--- src/rtl/pio_pkg.sv ---
package pio_pkg;
   localparam int ADDR_W = 5;
   localparam int NUM_PERIPH = 4;

   localparam logic [ADDR_W-1:0] A_OWN_SET  = 5'd0;
   localparam logic [ADDR_W-1:0] A_OWN_CLR  = 5'd1;
   localparam logic [ADDR_W-1:0] A_OWN_STA  = 5'd2;
   localparam logic [ADDR_W-1:0] A_OE_SET   = 5'd3;
   localparam logic [ADDR_W-1:0] A_OE_CLR   = 5'd4;
   localparam logic [ADDR_W-1:0] A_OE_STA   = 5'd5;
   localparam logic [ADDR_W-1:0] A_DAT_SET  = 5'd6;
   localparam logic [ADDR_W-1:0] A_DAT_CLR  = 5'd7;
   localparam logic [ADDR_W-1:0] A_DAT_STA  = 5'd8;
   localparam logic [ADDR_W-1:0] A_PU_SET   = 5'd9;
   localparam logic [ADDR_W-1:0] A_PU_CLR   = 5'd10;
   localparam logic [ADDR_W-1:0] A_PU_STA   = 5'd11;
   localparam logic [ADDR_W-1:0] A_PD_SET   = 5'd12;
   localparam logic [ADDR_W-1:0] A_PD_CLR   = 5'd13;
   localparam logic [ADDR_W-1:0] A_PD_STA   = 5'd14;
   localparam logic [ADDR_W-1:0] A_MD_SET   = 5'd15;
   localparam logic [ADDR_W-1:0] A_MD_CLR   = 5'd16;
   localparam logic [ADDR_W-1:0] A_MD_STA   = 5'd17;
   localparam logic [ADDR_W-1:0] A_FLT_SET  = 5'd18;
   localparam logic [ADDR_W-1:0] A_FLT_CLR  = 5'd19;
   localparam logic [ADDR_W-1:0] A_FLT_STA  = 5'd20;
   localparam logic [ADDR_W-1:0] A_IRQ_SET  = 5'd21;
   localparam logic [ADDR_W-1:0] A_IRQ_CLR  = 5'd22;
   localparam logic [ADDR_W-1:0] A_IRQ_STA  = 5'd23;
   localparam logic [ADDR_W-1:0] A_SEL_LO   = 5'd24;
   localparam logic [ADDR_W-1:0] A_SEL_HI   = 5'd25;
   localparam logic [ADDR_W-1:0] A_SCHM     = 5'd26;
   localparam logic [ADDR_W-1:0] A_LEVEL    = 5'd27;

   // peripheral code is {select-high, select-low}
   typedef enum logic [1:0] {
      PSEL_A = 2'b00,
      PSEL_B = 2'b01,
      PSEL_C = 2'b10,
      PSEL_D = 2'b11
   } psel_e;
endpackage

--- src/rtl/pio_w1sc_reg.sv ---
module pio_w1sc_reg #(
   parameter int          W       = 32,
   parameter logic [W-1:0] RST_VAL = '0
) (
   input  logic         clk,
   input  logic         rst_n,
   input  logic         set_we,
   input  logic         clr_we,
   input  logic [W-1:0] wdata,
   input  logic [W-1:0] force_clr,
   output logic [W-1:0] q
);
   logic [W-1:0] set_m, clr_m;

   initial begin
      if (W < 1) $error("pio_w1sc_reg: W must be at least 1");
   end

   assign set_m = set_we ? wdata : '0;
   assign clr_m = (clr_we ? wdata : '0) | force_clr;

   always_ff @(posedge clk or negedge rst_n) begin
      if (!rst_n) q <= RST_VAL;
      else        q <= (q | set_m) & ~clr_m;
   end
endmodule

--- src/rtl/pio_in_sync.sv ---
module pio_in_sync #(
   parameter int W      = 32,
   parameter int STAGES = 2
) (
   input  logic         clk,
   input  logic         rst_n,
   input  logic [W-1:0] d,
   output logic [W-1:0] q
);
   initial begin
      if (STAGES < 0 || STAGES > 4) $error("pio_in_sync: STAGES must be 0..4");
   end

   generate
      if (STAGES == 0) begin : g_bypass
         assign q = d;
      end else begin : g_chain
         logic [W-1:0] stg [STAGES];
         always_ff @(posedge clk or negedge rst_n) begin
            if (!rst_n) begin
               for (int s = 0; s < STAGES; s++) stg[s] <= '0;
            end else begin
               stg[0] <= d;
               for (int s = 1; s < STAGES; s++) stg[s] <= stg[s-1];
            end
         end
         assign q = stg[STAGES-1];
      end
   endgenerate
endmodule

--- src/rtl/pio_pad_mux.sv ---
module pio_pad_mux #(
   parameter int N = 32
) (
   input  logic [N-1:0]   gpio_own,
   input  logic [N-1:0]   gpio_dat,
   input  logic [N-1:0]   gpio_oe,
   input  logic [N-1:0]   sel_lo,
   input  logic [N-1:0]   sel_hi,
   input  logic [N-1:0]   multi_drv,
   input  logic [4*N-1:0] per_out,
   input  logic [4*N-1:0] per_oe,
   output logic [N-1:0]   pad_out,
   output logic [N-1:0]   pad_oe
);
   import pio_pkg::*;

   generate
      for (genvar i = 0; i < N; i++) begin : g_pin
         psel_e code;
         logic  src_val, src_en;
         assign code = psel_e'({sel_hi[i], sel_lo[i]});
         always_comb begin
            if (gpio_own[i]) begin
               src_val = gpio_dat[i];
               src_en  = gpio_oe[i];
            end else begin
               src_val = per_out[int'(code)*N + i];
               src_en  = per_oe[int'(code)*N + i];
            end
         end
         assign pad_out[i] = multi_drv[i] ? 1'b0 : src_val;
         assign pad_oe[i]  = multi_drv[i] ? (src_en & ~src_val) : src_en;
      end
   endgenerate
endmodule

--- src/rtl/pio_bank_ctrl.sv ---
module pio_bank_ctrl #(
   parameter int N_PINS      = 32,
   parameter int SYNC_STAGES = 2
) (
   input  logic                  clk,
   input  logic                  rst_n,
   input  logic                  bus_wr,
   input  logic [4:0]            bus_addr,
   input  logic [N_PINS-1:0]     bus_wdata,
   output logic [N_PINS-1:0]     bus_rdata,
   input  logic [4*N_PINS-1:0]   per_out,
   input  logic [4*N_PINS-1:0]   per_oe,
   input  logic [N_PINS-1:0]     pad_in,
   output logic [N_PINS-1:0]     pad_out,
   output logic [N_PINS-1:0]     pad_oe,
   output logic [N_PINS-1:0]     pad_pu,
   output logic [N_PINS-1:0]     pad_pd,
   output logic [N_PINS-1:0]     pad_filt_en,
   output logic [N_PINS-1:0]     pad_schmitt_dis,
   output logic [N_PINS-1:0]     pin_irq_en
);
   import pio_pkg::*;

   localparam logic [N_PINS-1:0] ALL1 = {N_PINS{1'b1}};
   localparam logic [N_PINS-1:0] ALL0 = '0;

   initial begin
      if (N_PINS < 1 || N_PINS > 32) $error("pio_bank_ctrl: N_PINS must be 1..32");
   end

   function automatic logic hit(input logic [4:0] a);
      return bus_wr && (bus_addr == a);
   endfunction

   logic [N_PINS-1:0] own_q, oe_q, dat_q, pu_q, pd_q, md_q, flt_q, irq_q;
   logic [N_PINS-1:0] sel_lo_q, sel_hi_q, schm_q, level;
   logic [N_PINS-1:0] pu_kill, pd_kill;

   // a pull set on a pin knocks out the opposite pull
   assign pu_kill = hit(A_PD_SET) ? bus_wdata : ALL0;
   assign pd_kill = hit(A_PU_SET) ? bus_wdata : ALL0;

   pio_w1sc_reg #(.W(N_PINS), .RST_VAL(ALL1)) u_own (
      .clk, .rst_n, .set_we(hit(A_OWN_SET)), .clr_we(hit(A_OWN_CLR)),
      .wdata(bus_wdata), .force_clr(ALL0), .q(own_q));
   pio_w1sc_reg #(.W(N_PINS), .RST_VAL(ALL0)) u_oe (
      .clk, .rst_n, .set_we(hit(A_OE_SET)), .clr_we(hit(A_OE_CLR)),
      .wdata(bus_wdata), .force_clr(ALL0), .q(oe_q));
   pio_w1sc_reg #(.W(N_PINS), .RST_VAL(ALL0)) u_dat (
      .clk, .rst_n, .set_we(hit(A_DAT_SET)), .clr_we(hit(A_DAT_CLR)),
      .wdata(bus_wdata), .force_clr(ALL0), .q(dat_q));
   pio_w1sc_reg #(.W(N_PINS), .RST_VAL(ALL1)) u_pu (
      .clk, .rst_n, .set_we(hit(A_PU_SET)), .clr_we(hit(A_PU_CLR)),
      .wdata(bus_wdata), .force_clr(pu_kill), .q(pu_q));
   pio_w1sc_reg #(.W(N_PINS), .RST_VAL(ALL0)) u_pd (
      .clk, .rst_n, .set_we(hit(A_PD_SET)), .clr_we(hit(A_PD_CLR)),
      .wdata(bus_wdata), .force_clr(pd_kill), .q(pd_q));
   pio_w1sc_reg #(.W(N_PINS), .RST_VAL(ALL0)) u_md (
      .clk, .rst_n, .set_we(hit(A_MD_SET)), .clr_we(hit(A_MD_CLR)),
      .wdata(bus_wdata), .force_clr(ALL0), .q(md_q));
   pio_w1sc_reg #(.W(N_PINS), .RST_VAL(ALL0)) u_flt (
      .clk, .rst_n, .set_we(hit(A_FLT_SET)), .clr_we(hit(A_FLT_CLR)),
      .wdata(bus_wdata), .force_clr(ALL0), .q(flt_q));
   pio_w1sc_reg #(.W(N_PINS), .RST_VAL(ALL0)) u_irq (
      .clk, .rst_n, .set_we(hit(A_IRQ_SET)), .clr_we(hit(A_IRQ_CLR)),
      .wdata(bus_wdata), .force_clr(ALL0), .q(irq_q));

   always_ff @(posedge clk or negedge rst_n) begin
      if (!rst_n) begin
         sel_lo_q <= '0;
         sel_hi_q <= '0;
         schm_q   <= '0;
      end else begin
         if (hit(A_SEL_LO)) sel_lo_q <= bus_wdata;
         if (hit(A_SEL_HI)) sel_hi_q <= bus_wdata;
         if (hit(A_SCHM))   schm_q   <= bus_wdata;
      end
   end

   pio_in_sync #(.W(N_PINS), .STAGES(SYNC_STAGES)) u_sync (
      .clk, .rst_n, .d(pad_in), .q(level));

   pio_pad_mux #(.N(N_PINS)) u_mux (
      .gpio_own(own_q), .gpio_dat(dat_q), .gpio_oe(oe_q),
      .sel_lo(sel_lo_q), .sel_hi(sel_hi_q), .multi_drv(md_q),
      .per_out, .per_oe, .pad_out, .pad_oe);

   always_comb begin
      unique case (bus_addr)
         A_OWN_STA: bus_rdata = own_q;
         A_OE_STA:  bus_rdata = oe_q;
         A_DAT_STA: bus_rdata = dat_q;
         A_PU_STA:  bus_rdata = pu_q;
         A_PD_STA:  bus_rdata = pd_q;
         A_MD_STA:  bus_rdata = md_q;
         A_FLT_STA: bus_rdata = flt_q;
         A_IRQ_STA: bus_rdata = irq_q;
         A_SEL_LO:  bus_rdata = sel_lo_q;
         A_SEL_HI:  bus_rdata = sel_hi_q;
         A_SCHM:    bus_rdata = schm_q;
         A_LEVEL:   bus_rdata = level;
         default:   bus_rdata = '0;
      endcase
   end

   assign pad_pu          = pu_q;
   assign pad_pd          = pd_q;
   assign pad_filt_en     = flt_q;
   assign pad_schmitt_dis = schm_q;
   assign pin_irq_en      = irq_q;
endmodule

--- config.mk ---
export PLATFORM = sky130hd
export DESIGN_NAME = pio_bank_ctrl
export DESIGN_NICKNAME = d
export VERILOG_FILES = /design/src/rtl/pio_pkg.sv /design/src/rtl/pio_w1sc_reg.sv /design/src/rtl/pio_in_sync.sv /design/src/rtl/pio_pad_mux.sv /design/src/rtl/pio_bank_ctrl.sv
export SDC_FILE = /design/constraint.sdc
export NUM_CORES = 1
export LEC_CHECK = 0
export BUFFER_PORTS_ARGS = -buffer_cell sky130_fd_sc_hd__buf_2
export CAP_MARGIN = 5
export CORE_AREA = 2 2 230 232
export CTS_CLUSTER_DIAMETER = 100
export CTS_CLUSTER_SIZE = 10
export DETAILED_ROUTE_END_ITERATION = 7
export DIE_AREA = 0 0 232 234
export GPL_ROUTABILITY_DRIVEN = 0
export SLEW_MARGIN = 10
export SYNTH_ARGS = -nofsm -noshare
export SYNTH_HDL_FRONTEND = slang
export SYNTH_SLANG_ARGS = --single-unit
--- constraint.sdc ---
create_clock -name clk -period 3.8 [get_ports clk]
set_input_delay 0.57 -clock clk [delete_from_list [all_inputs] [get_ports clk]]
set_output_delay 0.57 -clock clk [all_outputs]
set_load 0.01 [all_outputs]
==> impl_metrics.toml <==
[status]
status = "complete, no violations"

[synthesis]
muxShareOfSynthArea = 0.172
syn-cell-area_sq_mm = 0.0202
synth_top_family_by_area = "compound AO/OA/AOI/OAI gates"
netlist-cell-type-count = 57
synth_compound_area_frac = 0.202
synthAdderAreaFrac = 0
synth_xor_area_frac = 0.000434
yosysSeqAreaShare = 0.520
ys_ff_latch = 416
syn_nets = 2085
ys_warn_count = 0
yosys.area_share.simple = 0.0622
synthCells = 1757
avgSynthCellArea_sq_um = 11.5

[power]
p_seq_frac = 0.459
clkPwrFrac = 0.313
power_density_mw_per_mm2 = 542
power_frac_comb = 0.228
p_sw_frac = 0.325
power.switching_mw = 4.46
p_total_mw = 13.7
p_leak_nw = 11.7
ir_drop_v = 0.000302
p_int_mw = 9.28

[worst_hold_path]
hold_class = "in2reg"

[sta]
rsz0062_at_grt = "no"
hold_viol = 0
fin_ws_ns = 0.401
fin_worst_skew_ns = 0.0121
max_freq_mhz = 294
tightest_slew_ns = 1.11
fin_crit_sh = 0.894
finalSetupViolCount = 0
slew_headroom = 0.261
post-route-min-period_ns = 3.40
maxSlewViolCount = 0
timing.setup.tns_ns = 0
hold_ws_ns = 0.0884

[clock_network]
clockBufferDepth = 3
cts_sinks = 416
cts_buffers = 47
tritoncts = "done"
cts_root_buffer = "clkbuf_16"
clk_latency_ns = 0.59
cts_max_level = 2
cts_setup_buffers = 0
cts.clk_slew.worst_paths_ns = 0.06

[worst_setup_path]
worstPathRequired_ns = 3.23
crit_type = "in2out"
worst-path-buf-inv = 2
start_kind = "primary input"
slowest_stage = "and3_2"
cp.arrival_ns = 2.83
cp_max_fo = 31
critPathMostFrequentCell = "buf_2"
cp-end-kind = "output pin"
cp_top_family = "simple AND/OR/NAND/NOR gates"
path_cells = "buf_2 > nor2b_1 > and3_2 > a22o_1 > a221oi_1 > nand3_1 > buf_2"
critPathMaxStageDelay_ns = 0.95

[finish]
drive_above_1_share = 0.411
final_common_cell = "buf_2"
syn2layout_area_growth_pct = 25.7
stdcell_count = 3021
nNetsFinal = 2623
final_util = 0.487
final_cell_mix = "582 x buf_2, 528 x a21oi_1, 352 x dfrtp_1"
final_cell_area_sq_mm = 0.0254

[placed_design]
port-buffer-count = 583
dp_cells = 2933
pre_cts_ws_ns = 0.474
placed_area_sq_mm = 0.0240
dp_hpwl_um = 60400

[route]
routed_wl_um = 86500
ant_nets = 0
via_per_inst = 6.05
drc = 0
firstDrtPassIters = 6
avgRoutedWirePerCell_um = 28.6
drt_iter0_drc = 1976
via_count = 18300

[floorplan]
initial_core_util = 0.388
num_io_pins = 584
core_sq_mm = 0.0520
die-width_um = 232
die_height_um = 234
fp-row-count = 84
fp.dieArea_sq_mm = 0.0543

[global_routing]
grt_pass1_vias = 18000
grt_start_max_net_pins = 103
grt_pass1_wl_um = 123000
overflow = 0
antenna_found_initial = 4
grt_use_total = 0.310

[flow_run]
drv_cap = 0
-- flip-flops by register name, indices dropped and copies added (netlist names) --
register	count
u_sync.q	32
u_sync.g_chain.stg	32
u_pu.q	32
sel_hi_q	32
u_flt.q	32
u_own.q	32
u_oe.q	32
u_pd.q	32
sel_lo_q	32
pad_schmitt_dis	32
u_dat.q	32
u_irq.q	32
u_md.q	32
-- power by group through the flow --
stage / Sequential [mW] / Combinational [mW] / Clock [mW]
final: 6.31 / 3.13 / 4.30
after global routing: 6.38 / 3.42 / 4.55
after CTS: 6.28 / 3.14 / 4.37
after detailed placement: 6.34 / 3.13 / 0
after global placement: 6.32 / 3.06 / 0
after floorplan: 6.11 / 1.71 / 0
-- worst paths after layout --
kind	startpoint	endpoint	slack [ns]	cells past startpoint
worst min-delay path	pad_in[30]	u_sync.g_chain.stg[62]	0.09	1
worst max-delay path	bus_addr[2]	bus_rdata[6]	0.40	7
worst max register to register	sel_lo_q[0]	sel_lo_q[0]	2.83	1
worst min register to register	u_sync.g_chain.stg[40]	u_sync.q[8]	0.35	0
min in group asynchronous	rst_n	u_sync.g_chain.stg[62]	0.54	2
max in group asynchronous	rst_n	u_sync.q[31]	2.20	4
-- cell families after synthesis --
logic type / after synthesis
AND/OR/NAND/NOR: 225
XOR/XNOR: 1
AO/OA/AOI/OAI: 701
buffers and inverters: 170
flip-flops: 416
multiplexers: 244
-- per-layer routing --
metal | vias up | routed length, um | track usage
met4 | 4 | 3170 | 0.112
met3 | 203 | 6790 | 0.0579
met5 | - | 23 | 0
met1 | 9327 | 35300 | 0.413
met2 | 1032 | 41300 | 0.506
li1 | 7706 | - | -
-- cell usage after synthesis (all sizes together) --
master,number,area [sq um]
nor4,4,58.8
and4,1,8.76
nor2,81,333
o2bb2ai,11,96.3
nand2,30,115
dfstp,64,1680
nand3,26,130
a222oi,2,20.0
nand3b,4,30.0
xnor2,1,8.76
a22o,47,412
and3,2,12.5
buf,93,563
o21ai,2,10.0
a22oi,40,300
a221oi,54,473
and3b,1,8.76
nand4b,3,32.5
a41oi,1,8.76
a211oi,3,22.5
a21oi,528,2640
nand4bb,1,11.3
or2,1,6.26
nand4,11,68.8
dfrtp,352,8810
or3b,1,8.76
nor2b,36,225
mux2,98,1220
or4b,1,10.0
o22ai,8,50.1
nand2b,4,27.5
a32oi,1,8.76
mux4,64,1440
o32ai,2,17.5
clkbuf,74,278
and2,2,12.5
inv,3,11.3
a2bb2oi,1,8.76
mux2i,82,821
and2b,1,7.51
a32o,1,10.0
nor3,15,148
-- area by class of cell --
cell class | count | area [sq um]
fill | 4782 | 26700
clock inverter | 1 | 30.0
multi-input combinational | 1171 | 8980
clock buffer | 84 | 1360
timing repair buffer | 656 | 3620
inverter | 3 | 11.3
tap | 688 | 861
antenna | 2 | 5.00
sequential | 416 | 10500
-- timing repair --
item	CTS	global route
resized for setup	0	0
hold endpoints to repair	53	0
endpoints found under the setup margin	0	0
hold buffers	1	0
Note: power is estimated with default switching activity, not from simulation.
